===== src/rtl/updown_pkg.sv =====
// Shared definitions for the two-button level controller.
// Assumes channel 0 is the raise button and channel 1 is the lower button.
package updown_pkg;

    localparam int NUM_BTN = 2;
    localparam int CH_UP   = 0;
    localparam int CH_DN   = 1;

    // Action picked by the arbiter in a given cycle.
    typedef enum logic [1:0] {
        ACT_HOLD = 2'd0,
        ACT_UP   = 2'd1,
        ACT_DOWN = 2'd2
    } level_act_e;

    // Turn the two pulses into one action; both or neither means hold.
    function automatic level_act_e pick_action(input logic up, input logic dn);
        case ({up, dn})
            2'b10:   return ACT_UP;
            2'b01:   return ACT_DOWN;
            default: return ACT_HOLD;
        endcase
    endfunction

endpackage


===== src/rtl/line_sync.sv =====
// Synchronizer chain for one asynchronous button line.
// Assumes the line idles high, so every stage resets to 1 and reset makes no edge.
module line_sync #(
    parameter int STAGES = 2
) (
    input  logic clk,
    input  logic rst_n,
    input  logic raw_in,
    output logic sync_out
);

    logic [STAGES-1:0] chain;

    // Shift the raw line through the chain; stage 0 takes the raw sample.
    always_ff @(posedge clk) begin
        if (!rst_n) begin
            chain <= '1;
        end else begin
            chain <= {chain[STAGES-2:0], raw_in};
        end
    end

    assign sync_out = chain[STAGES-1];

endmodule


===== src/rtl/fall_detect.sv =====
// Falling-edge detector: two-bit history, newest sample in bit 0.
// Gives a one-cycle pulse when the history reads 2'b10 (older 1, newer 0).
// Assumes the input is already synchronous to clk.
module fall_detect (
    input  logic clk,
    input  logic rst_n,
    input  logic sample_in,
    output logic fall_pulse
);

    logic [1:0] hist;

    // Move the older sample up to bit 1 and load the new one into bit 0.
    always_ff @(posedge clk) begin
        if (!rst_n) begin
            hist <= 2'b11;
        end else begin
            hist <= {hist[0], sample_in};
        end
    end

    assign fall_pulse = (hist == 2'b10);

endmodule


===== src/rtl/level_arbiter.sv =====
// Level register with one writer. It resolves raise/lower/both/neither
// in a single clocked process and saturates at 0 and at 2^VAL_W-1.
// Assumes the pulses are synchronous enables, one cycle each.
module level_arbiter
    import updown_pkg::*;
#(
    parameter int VAL_W = 8
) (
    input  logic             clk,
    input  logic             rst_n,
    input  logic             up_en,
    input  logic             dn_en,
    output logic [VAL_W-1:0] level
);

    localparam logic [VAL_W-1:0] LVL_MAX = {VAL_W{1'b1}};
    localparam logic [VAL_W-1:0] LVL_MIN = '0;

    level_act_e act;

    // Decode both pulses together into a single action.
    always_comb begin
        act = pick_action(up_en, dn_en);
    end

    // Sole writer of the level register; the limits stop any wrap.
    always_ff @(posedge clk) begin
        if (!rst_n) begin
            level <= LVL_MIN;
        end else begin
            case (act)
                ACT_UP:   if (level != LVL_MAX) level <= level + 1'b1;
                ACT_DOWN: if (level != LVL_MIN) level <= level - 1'b1;
                default:  level <= level;
            endcase
        end
    end

endmodule


===== src/rtl/updown_ctrl.sv =====
// Top of the two-button level controller. Each raw line goes through a
// synchronizer and a falling-edge detector; the two pulses feed one arbiter.
// Assumes active-low buttons that idle high; no debouncing is done here.
module updown_ctrl #(
    parameter int VAL_W       = 8,
    parameter int SYNC_STAGES = 2
) (
    input  logic             clk,
    input  logic             rst_n,
    input  logic             btn_up_n,
    input  logic             btn_dn_n,
    output logic [VAL_W-1:0] level,
    output logic             up_pulse,
    output logic             dn_pulse
);

    import updown_pkg::*;

    logic [NUM_BTN-1:0] raw_lines;
    logic [NUM_BTN-1:0] synced;
    logic [NUM_BTN-1:0] pulses;

    assign raw_lines[CH_UP] = btn_up_n;
    assign raw_lines[CH_DN] = btn_dn_n;

    // One synchronizer and one edge detector for each button.
    for (genvar g = 0; g < NUM_BTN; g++) begin : g_chan
        line_sync #(.STAGES(SYNC_STAGES)) u_sync (
            .clk      (clk),
            .rst_n    (rst_n),
            .raw_in   (raw_lines[g]),
            .sync_out (synced[g])
        );
        fall_detect u_edge (
            .clk        (clk),
            .rst_n      (rst_n),
            .sample_in  (synced[g]),
            .fall_pulse (pulses[g])
        );
    end

    level_arbiter #(.VAL_W(VAL_W)) u_arb (
        .clk   (clk),
        .rst_n (rst_n),
        .up_en (pulses[CH_UP]),
        .dn_en (pulses[CH_DN]),
        .level (level)
    );

    assign up_pulse = pulses[CH_UP];
    assign dn_pulse = pulses[CH_DN];

endmodule


===== config.mk =====
export PLATFORM = sky130hd
export DESIGN_NAME = updown_ctrl
export DESIGN_NICKNAME = d
export VERILOG_FILES = /design/src/rtl/updown_pkg.sv /design/src/rtl/line_sync.sv /design/src/rtl/fall_detect.sv /design/src/rtl/level_arbiter.sv /design/src/rtl/updown_ctrl.sv
export SDC_FILE = /design/constraint.sdc
export NUM_CORES = 1
export LEC_CHECK = 0
export CAP_MARGIN = 15
export CORE_UTILIZATION = 55
export DETAILED_ROUTE_END_ITERATION = 10
export DONT_BUFFER_PORTS = 1
export PLACE_DENSITY = 0.74
export SLEW_MARGIN = 10
export SYNTH_ARGS = -nofsm -noshare
export SYNTH_HDL_FRONTEND = slang
export SYNTH_SLANG_ARGS = --single-unit
export TNS_END_PERCENT = 30

===== constraint.sdc =====
create_clock -name clk -period 2.9 [get_ports clk]
set_clock_uncertainty 0.05 [all_clocks]
set_input_delay 0.87 -clock clk [delete_from_list [all_inputs] [get_ports clk]]
set_output_delay 0.87 -clock clk [all_outputs]
set_load 0.05 [all_outputs]

Word level (Yosys, flattened, before mapping)
Cells that the tools add are included.

storage, ports and cells
  register bits = 16
  output and inout bits = 10
  word-level logic and storage cells = 23
  bits of input ports = 4

operators by class
  muxes and demuxes = 4
  reductions and logical operators = 3
  $add $sub $neg = 2
  equal/unequal tests = 9

operators by type and width
  operator                                                                 count
  8-bit 2-to-1 mux                                                         2
  8-bit case mux with 2 select lines                                       1
  8-bit by 1-bit adder with 8-bit output, second input constant            1
  2-bit == test, second input constant                                     4
  8-bit inequality test, second input constant                             1
  8-bit nonzero test                                                       1
  8-bit by 1-bit subtractor with 8-bit output, second input constant       1
  2-bit by 1-bit == test with 1-bit output, second input constant          2
  2-bit by 1-bit inequality test with 1-bit output, second input constant  2
  2-bit case mux with 2 select lines                                       1
  3-bit AND reduction                                                      1
  2-bit nonzero test                                                       1

Logic depth before layout (Yosys ltp)
  word-level depth = 6
  mapped depth = 13
  depth with buffers taken out = 11

By module
From an unflattened synthesis, not the netlist that was laid out.

unflattened totals
  cell total of the unflattened synthesis = 113
  area, all modules = 1,057.3 µm²

modules (own cells, without submodules)
  module         area an instance (µm²)  cells an instance  instances  seq. area each (µm²)
  level_arbiter  834.6                   95                 1          160.2
  fall_detect    58.8                    5                  2          40.0
  line_sync      52.6                    4                  2          40.0

Worst setup path after synthesis
Ideal clock, no wire load.

  kind = reg2reg
  from = register g_chan[1].u_edge.hist[0]
  to = register u_arb.level[6]
  clock period less this slack = 2.880 ns
  setup slack = 0.020 ns
  cell stages (with the launch flop) = 14
  buffers on the path = 2
  setup time = 0.072 ns
  data arrival time = 2.759 ns
  data required time = 2.778 ns
  cells stage by stage = dfxtp_1 nand2b_1 inv_1 ha_1 buf_6 buf_6 xor2_1 ha_1 a21boi_2 o22ai_1 or4b_1 a21boi_1 o21a_1 mux2i_1

on the way
  word-level cells in the longest chain between the ends = 6
  elaborated cells on any way between the ends = 11
  classes of those cells = eq/ne (7); mux (2); reduce/logical (2)

RTL lines
  what                                                                                                     line                 RTL
  from (decl)                                                                                              fall_detect.sv:11    logic [1:0] hist;
  from (signal assigned)                                                                                   fall_detect.sv:18    hist <= {hist[0], sample_in};
  2-bit == test (*)                                                                                        fall_detect.sv:22    assign fall_pulse = (hist == 2'b10);
  via dn_pulse                                                                                             updown_ctrl.sv:14    output logic dn_pulse
  2-bit by 1-bit == test with 1-bit output / 2-bit == test (equally long branches)                         updown_pkg.sv:18     case ({up, dn})
  2-bit case mux with 2 select lines (*)                                                                   updown_pkg.sv:18
  2-bit == test / 2-bit by 1-bit == test with 1-bit output (equally long branches)                         level_arbiter.sv:31  case (act)
  2-bit by 1-bit inequality test with 1-bit output (no line) / 2-bit nonzero test (equally long branches)  -
  3-bit AND reduction (no line)                                                                            -
  to (signal assigned)                                                                                     level_arbiter.sv:32  ACT_UP: if (level != LVL_MAX) level <= level + 1'b1;
  to (signal assigned)                                                                                     level_arbiter.sv:33  ACT_DOWN: if (level != LVL_MIN) level <= level - 1'b1;
  to (signal assigned)                                                                                     level_arbiter.sv:34  default: level <= level;
  to (decl)                                                                                                level_arbiter.sv:13  output logic [VAL_W-1:0] level

The timed path passes the listed nets; every way through them passes the cells marked *.
A chain may end at the register's enable or synchronous reset.

Worst setup path after layout
  from = register g_chan[1].u_edge.hist[0]
  to = register u_arb.level[6]

on the way
  word-level cells in the longest chain between the ends = 6
  elaborated cells on any way between the ends = 11
  classes of those cells = eq/ne (7); mux (2); reduce/logical (2)

RTL lines
  what                                                                                                     line
  2-bit == test (*)                                                                                        fall_detect.sv:22
  2-bit by 1-bit == test with 1-bit output / 2-bit == test (equally long branches)                         updown_pkg.sv:18
  2-bit case mux with 2 select lines (*)                                                                   updown_pkg.sv:18
  2-bit == test / 2-bit by 1-bit == test with 1-bit output (equally long branches)                         level_arbiter.sv:31
  2-bit by 1-bit inequality test with 1-bit output (no line) / 2-bit nonzero test (equally long branches)  -
  3-bit AND reduction (no line)                                                                            -

Mark *: on every way between the ends. The rest lies on a longest branch, timed or not.

==> run metrics <==
Unique masters post-synth=between 40 and 50; hold buffers post-CTS=0; RSZ-0062 raised after global routing=no; status=completed; die height=roughly 46 um; Worst Hold Slack=between 0.3 and 0.4 ns; arrival time at the worst endpoint=approximately 2.8 ns; Reg2Reg Setup Slack=~0.32 ns; Gate Count Post-Synth=about 120; Ports=14; Synth area leaders=dfxtp_1 (29%), nand2b_1 (8.1%), buf_6 (5.2%), ha_1 (4.6%), nand2_1 (3.5%); Setup Viol. Count Final=0; IR drop worst, VDD=332 uV; yosys synthesis warning count=0; synth cell count leaders=dfxtp_1 (16), nand2b_1 (14), nand2_1 (10); first-pass GRT wire length=around 3300 um; antenna violations before repair=0; CTS Buffer Depth=2; Inserted Clock Buffers=3; leakage=a little under 0.5 nW; ANT cells=0; worst r2r src=g_chan[1].u_edge.hist[0]$_SDFF_PN1_; Post-CTS Setup Inserts=0; ANT nets after route=0; Slew @ Worst Pin=roughly 0.7 ns; CP Depth=11; total global routing overflow=0; routed vias/inst=approximately 5.7; Setup crit start kind=flop; detailed-router iteration count before antenna repair=5; crit end category=flop; Crit Path Category=flop to flop; drt drc=0; Most used DFF post-synth=dfxtp_1; top-count cell post-synth=dfxtp_1; Syn Nets=around 120; largest area contributor in the netlist=dfxtp_1; aggregate global-route resource usage=a little over a fifth; TritonCTS clock tree=yes; Post-Syn Area=around 0.0011 sq mm; post-synthesis sequential area ratio=29.5%; Initial Utilization=roughly 61%; reg2reg path depth=11; # Max-Cap Violations=0; Critical R2R Capture=u_arb.level[6]$_SDFFE_PN0P_; core footprint=0.00178 sq mm; mean routed wirelength per cell=between 10 and 15 um; most frequent CP cell=ha_1; Cell Chain, Critical Path=nand2b_1 -> inv_1 -> ha_1 -> xor2_1 -> ha_1 -> a21boi_2 -> o22ai_1 -> or4b_1 -> a21boi_1 -> o21a_1 -> mux2i_1; clk slew on worst S/H paths=0.09 ns; WP data required=3.07 ns; CP max stage delay=roughly 0.52 ns; max frequency=388 MHz; die footprint=~0.0022 sq mm; area delta synth->final=5.30%; setup_tns=0 ns; port buffer count=0; CTS root buf=clkbuf_4; slowest CP cell=or4b_1; slew margin rel.=54.5%; layout cells sized above 1=22.7%; pin count of the biggest net entering global routing=19; H-tree depth=1; via count=827; share of the synthesized area in the top cell type=between 20% and 30%; Fin. Hold Viols=0; setup ws final=between 0.3 and 0.4 ns; crit path max fanout=4; final WL=approximately 1900 um; worst slack, placed=about 0.4 ns; nets=around 130; die extent in x=about 46 um; #FFs+latches synth=16; clock insertion delay at the later pin of the skew report=between 0.2 and 0.3 ns; clock period minus worst slack=approximately 2.6 ns; CTS resizes=0; Core Rows=15; Synth async-reset ratio=0%; Syn Area/Cell=between 9 and 10 sq um; final worst path period share=88.9%; origin of the worst setup path=g_chan[1].u_edge.hist[0]$_SDFF_PN1_; GP Congestion=0.839; Hold Crit Class=flop to flop; DPL Wire Length=between 1000 and 1500 um; Initial DRC Count=22; Worst Path Buf+Inv=1; Critical Path Sink=u_arb.level[6]$_SDFFE_PN0P_; final count of pins violating max slew=0; Cell Pwr Density=approximately 380 mW/mm^2; vias in the first global route=761; CP top delay family=simple AND/OR/NAND/NOR gates; Post-synth EDFFs=0; clock sink count=16
==> cells in the final DEF, fill, tap and decap left out, types with 2 or more instances in the layout <==
cell / synthesis / routed
nor2_1: 3 / 3
nand2b_1: 14 / 14
xor2_1: 3 / 3
o21a_1: 2 / 2
a21boi_1: 2 / 2
xnor2_1: 4 / 4
and2_1: 4 / 4
o21ai_0: 2 / 2
ha_1: 4 / 4
dfxtp_1: 16 / 16
inv_1: 3 / 3
nor3_1: 3 / 3
a31oi_1: 2 / 2
mux2i_1: 3 / 3
buf_4: 1 / 9
nand2_1: 10 / 10
nand4_1: 2 / 2
clkbuf_4: 0 / 3
==> routing by layer <==
layer	share of wire, %	vias to the layer above	GRT usage, %
met3	7.5	4	5.10
met4	0.83	0	8.82
met1	43	377	25.5
met5	0	-	0
met2	48	38	36.9
li1	-	408	-
==> layout make-up <==
class / count / area, sq um
clock buffer: 4 / 36.3
tap: 25 / 31.3
timing repair buffer: 9 / 67.6
inverter: 3 / 11.3
fill: 159 / 639
sequential: 16 / 320
multi-input combinational: 87 / 677
==> flip-flops by register name, summed over array words and instances (netlist names) <==
name,flops
u_arb.level,8
g_chan.u_edge.hist,4
g_chan.u_sync.chain,4
==> how the worst min path moves through the flow <==
stage | cells after the start | startpoint | end | slack, ns
2_1_floorplan | 1 | g_chan[0].u_sync.chain[1]$_SDFF_PN1_ | g_chan[0].u_edge.hist[0]$_SDFF_PN1_ | 0.34
4_1_cts | 1 | g_chan[0].u_sync.chain[0]$_SDFF_PN1_ | g_chan[0].u_sync.chain[1]$_SDFF_PN1_ | 0.38
3_3_place_gp | 1 | g_chan[1].u_sync.chain[1]$_SDFF_PN1_ | g_chan[1].u_edge.hist[0]$_SDFF_PN1_ | 0.34
5_1_grt | 1 | g_chan[1].u_sync.chain[0]$_SDFF_PN1_ | g_chan[1].u_sync.chain[1]$_SDFF_PN1_ | 0.40
3_5_place_dp | 1 | g_chan[0].u_sync.chain[0]$_SDFF_PN1_ | g_chan[0].u_sync.chain[1]$_SDFF_PN1_ | 0.35
6_report | 1 | g_chan[1].u_sync.chain[1]$_SDFF_PN1_ | g_chan[1].u_edge.hist[0]$_SDFF_PN1_ | 0.37
==> where the power goes <==
group          total (W)  leakage (nW)  switching, W  internal [W]
sequential      0.000234         0.131    0.00000766      0.000226
clock           0.000145        0.0210     0.0000681     0.0000764
combinational  0.0000572         0.332     0.0000334     0.0000238
total           0.000436         0.484      0.000109      0.000326
==> cell families after synthesis <==
| group | share of synthesized area (%) |
|---|---|
| xor+xnor | 7.14 |
| compound gates | 16.9 |
| simple gates | 28.8 |
| fa+ha+maj | 4.61 |
| buf+inv | 8.18 |
| mux | 4.84 |
| flops | 29.5 |
==> metrics by stage <==
step	util, %	power [W]	std cells	instance area (sq um)
floorplan	-	0.000288	115	1090
global placement	62.1	0.000295	140	1110
detailed placement	62.1	0.000296	140	1110
CTS	64.1	0.000442	144	1140
global route	64.1	0.000457	144	1140
finish	64.1	0.000436	144	1140
No activity file was read; power rests on OpenSTA's default activity.
